**src/rtl/lau_pkg.sv**
```systemverilog
package lau_pkg;
   typedef enum logic [0:0] {
      S_IDLE = 1'b0,
      S_WB   = 1'b1
   } lau_state_e;
endpackage

```
**src/rtl/lau_lane.sv**
```systemverilog
module lau_lane #(
   parameter int DATA_W     = 16,
   parameter int LANE_W     = 8,
   parameter bit BIG_ENDIAN = 1'b1,
   localparam int NLANES    = DATA_W / LANE_W,
   localparam int SEL_W     = $clog2(NLANES)
) (
   input  logic [DATA_W-1:0] word_in,
   input  logic [SEL_W-1:0]  sel,
   input  logic [LANE_W-1:0] wlane,
   output logic [DATA_W-1:0] rd_ext,
   output logic [DATA_W-1:0] merged
);
   logic [SEL_W-1:0] phys;

   generate
      if (BIG_ENDIAN) begin : g_be
         assign phys = SEL_W'(NLANES - 1) - sel;
      end else begin : g_le
         assign phys = sel;
      end
   endgenerate

   generate
      for (genvar g = 0; g < NLANES; g++) begin : g_lane
         assign merged[g*LANE_W +: LANE_W] =
            (phys == SEL_W'(g)) ? wlane : word_in[g*LANE_W +: LANE_W];
      end
   endgenerate

   always_comb begin
      rd_ext = '0;
      for (int i = 0; i < NLANES; i++) begin
         if (phys == SEL_W'(i)) rd_ext[LANE_W-1:0] = word_in[i*LANE_W +: LANE_W];
      end
   end
endmodule

```
**src/rtl/lau_ctrl.sv**
```systemverilog
module lau_ctrl
   import lau_pkg::*;
#(
   parameter int SEL_W = 1
) (
   input  logic             clk,
   input  logic             rst_n,
   input  logic             req_valid,
   input  logic             req_write,
   input  logic             req_byte,
   input  logic [SEL_W-1:0] req_lo,
   output logic             in_wb,
   output logic             mem_we,
   output logic             cap_rmw,
   output logic             rd_word,
   output logic             rd_byte,
   output logic             rsp_ready,
   output logic             rsp_misalign
);
   lau_state_e state, state_nx;
   logic accept, misal;

   assign accept  = (state == S_IDLE) && req_valid;
   assign misal   = !req_byte && (req_lo != '0);
   assign in_wb   = (state == S_WB);
   assign cap_rmw = accept && req_write && req_byte;
   assign rd_word = accept && !req_write && !req_byte && !misal;
   assign rd_byte = accept && !req_write && req_byte;
   assign mem_we  = in_wb || (accept && req_write && !req_byte && !misal);

   always_comb begin
      state_nx = state;
      case (state)
         S_IDLE:  if (cap_rmw) state_nx = S_WB;
         S_WB:    state_nx = S_IDLE;
         default: state_nx = S_IDLE;
      endcase
   end

   always_ff @(posedge clk or negedge rst_n) begin
      if (!rst_n) begin
         state        <= S_IDLE;
         rsp_ready    <= 1'b0;
         rsp_misalign <= 1'b0;
      end else begin
         state        <= state_nx;
         rsp_ready    <= (accept && !cap_rmw) || in_wb;
         rsp_misalign <= accept && misal;
      end
   end

   // a rejected word access never reaches memory
   a_r3_no_write_misalign: assert property (@(posedge clk) disable iff (!rst_n)
      (state == S_IDLE && req_valid && !req_byte && req_lo != '0) |-> !mem_we);
   // the error flag only accompanies a completion
   a_r3_flag_with_ready: assert property (@(posedge clk) disable iff (!rst_n)
      rsp_misalign |-> rsp_ready);
   // the write-back cycle is followed by completion
   a_r6_wb_then_ready: assert property (@(posedge clk) disable iff (!rst_n)
      (state == S_WB) |=> (rsp_ready && state == S_IDLE));
endmodule

```
**src/rtl/lane_access_unit.sv**
```systemverilog
module lane_access_unit
   import lau_pkg::*;
#(
   parameter int ADDR_W     = 16,
   parameter int DATA_W     = 16,
   parameter int LANE_W     = 8,
   parameter bit BIG_ENDIAN = 1'b1,
   localparam int NLANES    = DATA_W / LANE_W,
   localparam int SEL_W     = $clog2(NLANES),
   localparam int WIDX_W    = ADDR_W - SEL_W
) (
   input  logic              clk,
   input  logic              rst_n,
   input  logic              req_valid,
   input  logic              req_write,
   input  logic              req_byte,
   input  logic [ADDR_W-1:0] req_addr,
   input  logic [DATA_W-1:0] req_wdata,
   output logic              rsp_ready,
   output logic [DATA_W-1:0] rsp_rdata,
   output logic              rsp_misalign,
   output logic [WIDX_W-1:0] mem_addr,
   output logic [DATA_W-1:0] mem_wdata,
   output logic              mem_we,
   input  logic [DATA_W-1:0] mem_rdata
);
   generate
      if (NLANES < 2 || NLANES * LANE_W != DATA_W) begin : g_bad_lanes
         $error("DATA_W must be a multiple (>=2) of LANE_W");
      end
      if (ADDR_W <= SEL_W) begin : g_bad_addr
         $error("ADDR_W too small for lane select");
      end
   endgenerate

   logic              in_wb, cap_rmw, rd_word, rd_byte;
   logic [WIDX_W-1:0] widx_q;
   logic [DATA_W-1:0] merged, merged_q, rd_ext, rdata_q;

   lau_ctrl #(.SEL_W(SEL_W)) u_ctrl (
      .clk          (clk),
      .rst_n        (rst_n),
      .req_valid    (req_valid),
      .req_write    (req_write),
      .req_byte     (req_byte),
      .req_lo       (req_addr[SEL_W-1:0]),
      .in_wb        (in_wb),
      .mem_we       (mem_we),
      .cap_rmw      (cap_rmw),
      .rd_word      (rd_word),
      .rd_byte      (rd_byte),
      .rsp_ready    (rsp_ready),
      .rsp_misalign (rsp_misalign)
   );

   lau_lane #(.DATA_W(DATA_W), .LANE_W(LANE_W), .BIG_ENDIAN(BIG_ENDIAN)) u_lane (
      .word_in (mem_rdata),
      .sel     (req_addr[SEL_W-1:0]),
      .wlane   (req_wdata[LANE_W-1:0]),
      .rd_ext  (rd_ext),
      .merged  (merged)
   );

   assign mem_addr  = in_wb ? widx_q   : req_addr[ADDR_W-1:SEL_W];
   assign mem_wdata = in_wb ? merged_q : req_wdata;
   assign rsp_rdata = rdata_q;

   always_ff @(posedge clk or negedge rst_n) begin
      if (!rst_n) begin
         widx_q   <= '0;
         merged_q <= '0;
         rdata_q  <= '0;
      end else begin
         if (cap_rmw) begin
            widx_q   <= req_addr[ADDR_W-1:SEL_W];
            merged_q <= merged;
         end
         rdata_q <= rd_word ? mem_rdata : (rd_byte ? rd_ext : '0);
      end
   end

   // write-back targets the word that was read
   a_r6_rmw_same_word: assert property (@(posedge clk) disable iff (!rst_n)
      in_wb |-> (mem_we && mem_addr == $past(mem_addr)));
   // byte loads come back zero-extended
   a_r5_byte_zero_ext: assert property (@(posedge clk) disable iff (!rst_n)
      rd_byte |=> (rsp_rdata[DATA_W-1:LANE_W] == '0 && rsp_ready));
endmodule

```
**config.mk**
```make
export PLATFORM = sky130hd
export DESIGN_NAME = lane_access_unit
export DESIGN_NICKNAME = d
export VERILOG_FILES = /design/src/rtl/lau_pkg.sv /design/src/rtl/lau_lane.sv /design/src/rtl/lau_ctrl.sv /design/src/rtl/lane_access_unit.sv
export SDC_FILE = /design/constraint.sdc
export NUM_CORES = 1
export LEC_CHECK = 0
export ABC_CLOCK_PERIOD_IN_PS = 3100
export BUFFER_PORTS_ARGS = -buffer_cell sky130_fd_sc_hd__buf_2
export CAP_MARGIN = 20
export CORE_MARGIN = 10
export CORE_UTILIZATION = 27
export DETAILED_ROUTE_END_ITERATION = 10
export SYNTH_ARGS = -nofsm -noshare
export SYNTH_HDL_FRONTEND = slang
export SYNTH_SLANG_ARGS = --single-unit
export TNS_END_PERCENT = 10
```
**constraint.sdc**
```tcl
create_clock -name clk -period 3.1 [get_ports clk]
set_input_delay 0.62 -clock clk [delete_from_list [all_inputs] [get_ports clk]]
set_output_delay 0.62 -clock clk [all_outputs]
set_load 0.005 [all_outputs]
```
==> out/results.txt <==
status: completed
RSZ-0062 raised after global routing: no
post-synthesis sequential area ratio: 53.3%
Max stage delay on crit path: 0.94 ns
first-pass GRT wire length: 10,500 um
Layout Nets: 339
CTS sink cnt: 50
min cycle time layout: 2.42 ns
vias per std cell: 4.43
Worst IR Drop VDD: 0.179 mV
CP required: 2.48 ns
worst-path cell chain: mux2_2, buf_2
n_diodes: 0
worst-skew pair later-pin latency: 0.30 ns
CTS tree: yes
CP max FO: 38
largest family of logic cells by synthesized area: multiplexers
vias in the first global route: 1,952
Synth-to-Final Area Change: 31.9%
Leak: 1.58 nW
Yosys cell types: 19
Final Hold Fails: 0
Starting Density: 28.1%
initial antenna violation count: 0
Post-Synth Simple-Gate Area: 7.79%
Least-Margin Pin Slew: 0.981 ns
area of the multi-input gates: 1040 um^2
mux cell area share after synthesis: 28.9%
row count: 33
Placer Congestion: 0.722
Cell Area, Synth: 2350 um^2
placed cell count: 384
share of cells above drive strength 1: 57.8%
Arr. time, crit path: 1.80 ns
wire length per cell: 16.4 um
vias: 1,735
Setup Buffers After CTS: 0
Num CTS Buffers: 5
# setup viols final: 0
HPWL after DPL: 4910 um
post-route ant nets: 0
GRT Residual Overflow: 0
CTS Buffer Depth: 2
DRT Pass-1 Iters: 4
compound-cell area share of the yosys netlist: 7.04%
Slew Limit Fails: 0
top cells by area, synth: dfrtp_1, mux2_2, mux2i_1
DIE HEIGHT: 113 um
warnings from Yosys: 0
xor and xnor fraction of the mapped netlist area: 0.373%
register bit total from synthesis: 50
crit path kind: register to output port
worst-path cell with the longest stage delay: dfrtp_2
GRT Total Usage: 10.0%
final WL: 6430 um
total area of sequential cells: 1250 um^2
I/O Buffers: 102
# Max-Cap Violations: 0
post-synth net total: 235
Root Driver: clkbuf_8
Die X-Extent: 113 um
FILL cells: 859
PD cells: 489 nW/um^2
post-synth top area cell: dfrtp_1
setup TNS: 0 ns
Worst Hold Class: input pin to asynchronous set/reset pin
Post-Layout Cell Count: 392
Fmax: 414 MHz
largest net degree at the start of global routing: 39
Initial DRC Count: 45
IO Count: 103
Worst setup SP type: register
endpoint type of the worst setup path: output port
Synth Area in Adders: 0%
CP bufs+invs: 1
hold buffers post-CTS: 0
power consumption: 1.51 mW
period utilization: 77.9%
Clock transition at path regs: 0.10 ns
critical path's top delay family: flip-flops
post_cts resized: 0
CTS H-Tree Depth: 2
Residual DRC: 0
Mapped Avg Cell Area: 12.9 um^2
Die ar.: 12,800 um^2
Synth top area share: 53.3%
Layout Skew: 0.0100 ns
Rel. slew slack: 34.4%
Post-Syn Instances: 182
CORE AREA: 8340 um^2
[path summary, 6_finish.rpt]
check                      cells after the start       endpoint          from  slack, ns
max in group asynchronous                      2    merged_q[4]         rst_n       2.03
min in group clk                               2   merged_q[14]  merged_q[14]       0.49
setup reg to reg                               3      widx_q[4]  u_ctrl.in_wb       0.97
hold reg to reg                                2   merged_q[14]  merged_q[14]       0.49
setup / recovery                               2   mem_wdata[0]  u_ctrl.in_wb       0.68
hold / removal                                 1  rsp_rdata[11]         rst_n       0.31
[metal layers]
layer / GRT usage (%) / wire length [um] / vias up
met5: 0 / 0 / -
met4: 2.37 / 43 / 0
met3: 4.01 / 477 / 4
met2: 16.7 / 3180 / 50
met1: 11.8 / 2730 / 826
li1: - / - / 855
[Yosys cell counts]
| cell | count |
|---|---|
| and2_1 | 8 |
| nand2_1 | 16 |
| buf_6 | 1 |
| a22o_1 | 8 |
| nand2b_4 | 1 |
| mux2i_1 | 16 |
| nand4b_1 | 1 |
| clkbuf_1 | 4 |
| o21ai_0 | 16 |
| inv_1 | 1 |
| nor4_1 | 1 |
| nor2_1 | 1 |
| dfrtp_1 | 50 |
| mux2_2 | 46 |
| a21o_1 | 2 |
| buf_2 | 6 |
| nor4b_2 | 2 |
| nor4bb_1 | 1 |
| xor2_1 | 1 |
[logic make-up (layout without fill, tap and decap cells)]
logic type / Yosys count / count (layout)
AOI/OAI and AO/OA: 26 / 26
xor gates and xnor gates: 1 / 1
buffers and inverters: 12 / 117
DFF: 50 / 50
muxes: 62 / 62
and+or+nand+nor: 31 / 31
[layout by cell type, fill, tap and decap left out, types with 2 or more instances in the layout]
cell type / count
and2_1: 8
buf_2: 102
nand2_1: 16
nor4b_2: 2
mux2i_1: 16
clkbuf_8: 5
o21ai_0: 16
a22o_1: 8
dfrtp_1: 49
buf_4: 6
a21o_1: 2
mux2_2: 46
[per-stage QoR]
| stage | hold slack [ns] | setup slack, ns | cell area [um^2] | util [%] |
|---|---|---|---|---|
| after floorplan | 0.324 | 1.39 | 2350 | - |
| after global placement | 0.462 | 0.934 | 2980 | 35.8 |
| after detailed placement | 0.469 | 0.891 | 2980 | 35.8 |
| after CTS | 0.342 | 0.611 | 3090 | 37.1 |
| after global routing | 0.351 | 0.567 | 3090 | 37.1 |
| final | 0.306 | 0.685 | 3090 | 37.1 |
[report_power, final]
group | internal, mW | leakage, nW | switching (mW) | total, mW
Sequential | 0.739 | 0.635 | 0.0473 | 0.786
Combinational | 0.148 | 0.897 | 0.113 | 0.261
Clock | 0.241 | 0.0514 | 0.224 | 0.465
Total | 1.13 | 1.58 | 0.384 | 1.51
[sequential cells by signal (all words and copies together) (netlist names)]
signal               count
merged_q                16
u_ctrl.rsp_ready         1
u_ctrl.rsp_misalign      1
rsp_rdata               16
widx_q                  15
u_ctrl.in_wb             1
[worst reg2reg max path, stage by stage, from the launching register on]
cell and delay [ns]:
dfrtp_2 0.94, nand4b_1 0.42, buf_4 0.31, mux2_2 0.36
[final cells by class]
class	count	share of cell area [%]
Clock inverter	2	1.21
Timing Repair Buffer	108	18.0
Clock buffer	6	2.35
Tap cell	105	4.25
Sequential cell	50	40.5
Inverter	1	0.121
Multi-Input combinational cell	120	33.6
(Power assumes the default switching activity.)
